===== src/rtl/ser_rx_pkg.sv =====
package ser_rx_pkg;

  typedef enum logic {
    FRM_TAGPIN = 1'b0,
    FRM_INBAND = 1'b1
  } frame_mode_e;

  // order of the synchronised pin vector
  localparam int PIN_SCK = 0;
  localparam int PIN_SDA = 1;
  localparam int PIN_CDP = 2;
  localparam int PIN_CSN = 3;
  localparam int PIN_W   = 4;

endpackage


===== src/rtl/ser_sync.sv =====
module ser_sync #(
  parameter int              W       = 4,
  parameter int              STAGES  = 2,
  parameter logic [W-1:0]    RST_VAL = '0
) (
  input  logic         clk,
  input  logic         rst,
  input  logic [W-1:0] din,
  output logic [W-1:0] dout
);

  logic [STAGES-1:0][W-1:0] stg;

  always_ff @(posedge clk) begin
    if (rst) begin
      for (int i = 0; i < STAGES; i++) stg[i] <= RST_VAL;
    end else begin
      stg[0] <= din;
      for (int i = 1; i < STAGES; i++) stg[i] <= stg[i-1];
    end
  end

  assign dout = stg[STAGES-1];

endmodule


===== src/rtl/ser_edge.sv =====
module ser_edge (
  input  logic clk,
  input  logic rst,
  input  logic lvl,
  output logic rise
);

  logic lvl_q;

  always_ff @(posedge clk) begin
    if (rst) lvl_q <= 1'b0;
    else     lvl_q <= lvl;
  end

  assign rise = lvl & ~lvl_q;

endmodule


===== src/rtl/ser_frame.sv =====
module ser_frame
  import ser_rx_pkg::*;
#(
  parameter int DATA_W = 8
) (
  input  logic              clk,
  input  logic              rst,
  input  frame_mode_e       mode,
  input  logic              cs_act,
  input  logic              rise,
  input  logic              sck_lvl,
  input  logic              sda,
  input  logic              cdp,
  output logic [DATA_W-1:0] byte_o,
  output logic              cmd_o,
  output logic              dat_o
);

  localparam int CNT_W = $clog2(DATA_W + 1);
  localparam logic [CNT_W-1:0] LAST_PIN = CNT_W'(DATA_W - 1);
  localparam logic [CNT_W-1:0] LAST_INB = CNT_W'(DATA_W);

  logic [CNT_W-1:0]  cnt;
  logic [DATA_W-1:0] shreg;
  logic              tag;
  logic [CNT_W-1:0]  last_idx;
  logic [DATA_W-1:0] next_byte;

  assign last_idx  = (mode == FRM_INBAND) ? LAST_INB : LAST_PIN;
  assign next_byte = {shreg[DATA_W-2:0], sda};

  always_ff @(posedge clk) begin
    if (rst) begin
      cnt    <= '0;
      shreg  <= '0;
      tag    <= 1'b0;
      byte_o <= '0;
      cmd_o  <= 1'b0;
      dat_o  <= 1'b0;
    end else begin
      cmd_o <= 1'b0;
      dat_o <= 1'b0;
      if (!cs_act) begin
        cnt <= '0;
      end else if (rise) begin
        if (mode == FRM_INBAND && cnt == '0) begin
          tag <= sda;
          cnt <= cnt + 1'b1;
        end else begin
          shreg <= next_byte;
          if (cnt == last_idx) begin
            cnt    <= '0;
            byte_o <= next_byte;
            if (tag) dat_o <= 1'b1;
            else     cmd_o <= 1'b1;
          end else begin
            cnt <= cnt + 1'b1;
          end
        end
      end else if (mode == FRM_TAGPIN && !sck_lvl && cnt == LAST_PIN) begin
        tag <= cdp;
      end
    end
  end


  strobe_excl_chk: assert property (@(posedge clk) disable iff (rst)
    !(cmd_o && dat_o));


  cmd_pulse_chk: assert property (@(posedge clk) disable iff (rst)
    cmd_o |=> !cmd_o);


  dat_pulse_chk: assert property (@(posedge clk) disable iff (rst)
    dat_o |=> !dat_o);


  cs_clear_chk: assert property (@(posedge clk) disable iff (rst)
    !cs_act |=> (cnt == '0));


  cnt_range_chk: assert property (@(posedge clk) disable iff (rst)
    cnt <= last_idx);


  strobe_src_chk: assert property (@(posedge clk) disable iff (rst)
    (cmd_o || dat_o) |-> $past(rise && cs_act));


  byte_hold_chk: assert property (@(posedge clk) disable iff (rst)
    !$stable(byte_o) |-> (cmd_o || dat_o));

endmodule


===== src/rtl/ser_wr_rx.sv =====
module ser_wr_rx
  import ser_rx_pkg::*;
#(
  parameter int DATA_W      = 8,
  parameter int SYNC_STAGES = 2
) (
  input  logic              clk,
  input  logic              rst,
  input  logic [1:0]        mode_sel,
  input  logic              cs_n,
  input  logic              sck,
  input  logic              sda,
  input  logic              cd_pin,
  output logic [DATA_W-1:0] rx_byte,
  output logic              cmd_vld,
  output logic              dat_vld
);

  localparam logic [PIN_W-1:0] PIN_RST = PIN_W'(1) << PIN_CSN;

  frame_mode_e       mode_q;
  logic [PIN_W-1:0]  pins_raw;
  logic [PIN_W-1:0]  pins_s;
  logic              sck_rise;

  always_ff @(posedge clk) begin
    if (rst) mode_q <= frame_mode_e'(mode_sel[0]);
  end

  always_comb begin
    pins_raw          = '0;
    pins_raw[PIN_SCK] = sck;
    pins_raw[PIN_SDA] = sda;
    pins_raw[PIN_CDP] = cd_pin;
    pins_raw[PIN_CSN] = cs_n;
  end

  ser_sync #(
    .W       (PIN_W),
    .STAGES  (SYNC_STAGES),
    .RST_VAL (PIN_RST)
  ) u_sync (
    .clk  (clk),
    .rst  (rst),
    .din  (pins_raw),
    .dout (pins_s)
  );

  ser_edge u_edge (
    .clk  (clk),
    .rst  (rst),
    .lvl  (pins_s[PIN_SCK]),
    .rise (sck_rise)
  );

  ser_frame #(
    .DATA_W (DATA_W)
  ) u_frame (
    .clk     (clk),
    .rst     (rst),
    .mode    (mode_q),
    .cs_act  (~pins_s[PIN_CSN]),
    .rise    (sck_rise),
    .sck_lvl (pins_s[PIN_SCK]),
    .sda     (pins_s[PIN_SDA]),
    .cdp     (pins_s[PIN_CDP]),
    .byte_o  (rx_byte),
    .cmd_o   (cmd_vld),
    .dat_o   (dat_vld)
  );


  mode_hold_chk: assert property (@(posedge clk) disable iff (rst)
    !$past(rst) |-> $stable(mode_q));

endmodule


===== config.mk =====
export PLATFORM = sky130hd
export DESIGN_NAME = ser_wr_rx
export DESIGN_NICKNAME = d
export VERILOG_FILES = /design/src/rtl/ser_rx_pkg.sv /design/src/rtl/ser_sync.sv /design/src/rtl/ser_edge.sv /design/src/rtl/ser_frame.sv /design/src/rtl/ser_wr_rx.sv
export SDC_FILE = /design/constraint.sdc
export NUM_CORES = 1
export LEC_CHECK = 0
export ABC_AREA = 1
export ABC_CLOCK_PERIOD_IN_PS = 2700
export CAP_MARGIN = 15
export CORE_MARGIN = 5
export CORE_UTILIZATION = 45
export DETAILED_ROUTE_END_ITERATION = 10
export GPL_TIMING_DRIVEN = 0
export PLACE_DENSITY_LB_ADDON = 0.1
export SLEW_MARGIN = 10
export SYNTH_ARGS = -nofsm -noshare
export SYNTH_HDL_FRONTEND = slang
export SYNTH_SLANG_ARGS = --single-unit

===== constraint.sdc =====
create_clock -name clk -period 2.7 [get_ports clk]
set_input_delay 0.81 -clock clk [delete_from_list [all_inputs] [get_ports clk]]
set_output_delay 0.81 -clock clk [all_outputs]
set_load 0.005 [all_outputs]

==> results.toml <==
[clock_network]
post_cts_resized = 0
cts.sinks = 32
root_buffer = "clkbuf_4"
clk_pin_slew_ns = 0.11
clock_path_buffers = 2
cts_inserted_buffers = 5
cts_hold_repair.buffers = 0
cts-htree-levels = 2
clk-insertion-delay-late_ns = 0.34
tritoncts = "built"
cts_setup_buffers = 0

[drt]
wl_per_cell_um = 11.2
drt_pre_antenna_iters = 4
ant_nets = 0
drt-initial-drc-count = 52
route.detailed.drc = 0
viasPerCell = 4.76
drt_wl_total_mm = 2.50
num_vias = 1061

[yosys]
synthDistinctLibCells = 24
yosysSeqAreaShare = 0.471
synth_nets = 176
synthesis.area_um2 = 1380
syn_inst = 166
syn_area_per_cell_um2 = 8.33
yosysWarnings = 0
synth_seq_cells = 32

[critical_path]
rrSetupSlack_ns = 1.25
critPathSlowestCell = "clkdlybuf4s50_1"
crit_fanout = 2
crit_type = "register to primary output"
path_buf_inv = 1
end_kind = "primary output"
arrival_ns = 1.21
regToRegStartpoint = "u_frame.cnt[0]$_SDFFE_PP0P_"
cp-start-kind = "register"
r2r-end = "u_frame.shreg[6]$_SDFFE_PP0P_"
max_stage_delay_ns = 0.51
crit_required_ns = 1.89
crit_chain = "clkdlybuf4s50_1"
crit_family = "buffers and inverters"
rr_worst_depth = 9

[floorplanning]
dieWidth_um = 65.4
coreArea_um2 = 3000
die_y_um = 65.4
die_area_um2 = 4280
start_util = 0.460
ioPinCount = 18
num_rows = 20

[placement]
place_inst = 215
detailed_place_hpwl_mm = 1.87
port_buffers = 16
globalplace.congestion = 0.775

[layout]
fin_util = 0.548
drive_above_1_share = 0.179
diodes = 0
finalNonFillerCells = 223
fin_nets = 199
n_fill_cell = 289
multi_input_area_um2 = 577
area_delta_synth_final_pct = 19.1
seq_area_um2 = 651

[power]
vdd_drop_max_v = 0.000306
switching_power_uw = 192
p_int_uw = 630
swShare = 0.233
combPwrFrac = 0.056
seqPwrFrac = 0.593
clkPwrFrac = 0.351
power.leakage_nw = 0.702
pwr_density_cell_nw_per_um2 = 499

[global_route]
grt_pass1_vias = 986
antenna_found_initial = 0
gr-total-overflow = 0
grt_util_all_layers = 0.133
grt_max_degree = 11
grt_pass1_wl_mm = 4.27

[run_status]
status = "completed"

[min_path]
min_delay_worst_endpoint = "u_sync.dout[0]$_SDFF_PP0_"
hold_start = "u_sync.stg[0]$_SDFF_PP0_"
hold_class = "register to register"
hold_depth = 2

[sta]
clock.fmax_mhz = 496
finalHoldWorstSlack_ns = 0.408
drv_slew = 0
worstMarginPinSlew_ns = 0.421
hold_viol = 0
skew_ns = 0.0130
max_slew_margin = 0.720
rsz0062_at_grt = "false"
fin_crit_sh = 0.746
min_period_ns = 2.02
setup_viol = 0
tns_ns = 0

[job]
maxCapViolations = 0
-- cells in the mapped netlist --
cell type  instances  area, µm²
dfxtp_1           31        621
nand2_1           25       93.8
inv_1             22       82.6
nor2_1            22       82.6
nand3_1           13       65.1
nor2_2             8       50.1
o21ai_0            8       40.0
a21oi_1            7       35.0
a21oi_2            4       35.0
nand4_1            3       18.8
xor2_1             3       26.3
buf_6              2       22.5
clkbuf_1           2       7.51
ha_1               2       25.0
inv_2              2       7.51
nand2_2            2       12.5
nor2_8             2       40.0
or2_2              2       12.5
buf_12             1       20.0
buf_8              1       15.0
edfxtp_1           1       30.0
nand2_4            1       11.3
nand3_4            1       17.5
nor2_4             1       11.3
-- metrics by stage --
step           power [mW]  worst slack (ns)  cell area [µm²]
2_1_floorplan       0.529              1.30             1380
3_3_place_gp        0.543             0.622             1580
3_5_place_dp        0.545             0.629             1580
4_1_cts             0.832             0.668             1650
5_1_grt             0.865             0.632             1650
6_report            0.822             0.684             1650
-- worst max path at each step --
| stage | depth (start not counted) | from | slack (ns) | endpoint |
|---|---|---|---|---|
| 2_1_floorplan | 4 | rst | 1.30 | u_frame.shreg[3]$_SDFFE_PP0P_ |
| 3_3_place_gp | 5 | rst | 0.62 | u_frame.cnt[3]$_SDFFE_PP0P_ |
| 3_5_place_dp | 5 | rst | 0.63 | u_frame.cnt[3]$_SDFFE_PP0P_ |
| 4_1_cts | 1 | u_frame.byte_o[5]$_SDFFE_PP0P_ | 0.67 | rx_byte[5] |
| 5_1_grt | 1 | u_frame.byte_o[1]$_SDFFE_PP0P_ | 0.63 | rx_byte[1] |
| 6_report | 1 | u_frame.byte_o[5]$_SDFFE_PP0P_ | 0.68 | rx_byte[5] |
-- placed cells by master (no fill, tap or decap), drive strengths merged --
cell type	count
clkinvlp	1
nand4	3
o21ai	8
ha	2
dfxtp	31
a21oi	11
nand2	28
buf	4
xor2	3
nand3	14
inv	24
or2	2
nor2	33
clkbuf	9
clkdlybuf4s50	16
edfxtp	1
-- sequential cells by signal (all words and copies together) (netlist names) --
register        count
u_frame.byte_o      8
u_sync.dout         4
u_frame.shreg       7
u_sync.stg          4
u_edge.lvl_q        1
u_frame.cmd_o       1
u_frame.cnt         4
u_frame.tag         1
u_frame.dat_o       1
mode_q              1
-- cell type report --
class / count / share of cell area
Sequential cell: 32 / 0.395
Multi-Input combinational cell: 104 / 0.350
Timing Repair Buffer: 16 / 0.0973
Inverter: 24 / 0.0547
Buffer: 6 / 0.0395
Clock buffer: 7 / 0.0334
Tap cell: 33 / 0.0251
Clock inverter: 1 / 0.00456
-- power by group through the flow --
stage               registers (mW)  clock network, mW  logic (mW)
detailed placement           0.498                  0      0.0464
CTS                          0.487              0.298      0.0466
finish                       0.487              0.288      0.0460
global placement             0.498                  0      0.0451
global route                 0.489              0.325      0.0520
floorplan                    0.497                  0      0.0314
-- worst min-delay path: stages (launching register included) --
cell,delay (ns)
dfxtp_1,0.31
inv_1,0.04
nor2_1,0.03
-- logic make-up after synthesis --
logic type | after synthesis | share of synthesized area
buf+inv | 30 | 0.112
compound gates | 19 | 0.0796
xor+xnor | 3 | 0.0190
simple gates | 80 | 0.300
fa+ha+maj | 2 | 0.0181
flops | 32 | 0.471
-- metal layers --
layer,share of wire,global-route usage,vias to the layer above
li1,-,-,560
met1,0.47,0.160,471
met2,0.46,0.210,28
met3,0.063,0.0513,2
met4,0.0072,0.0570,0
met5,0,0,-
(Power assumes the default switching activity.)
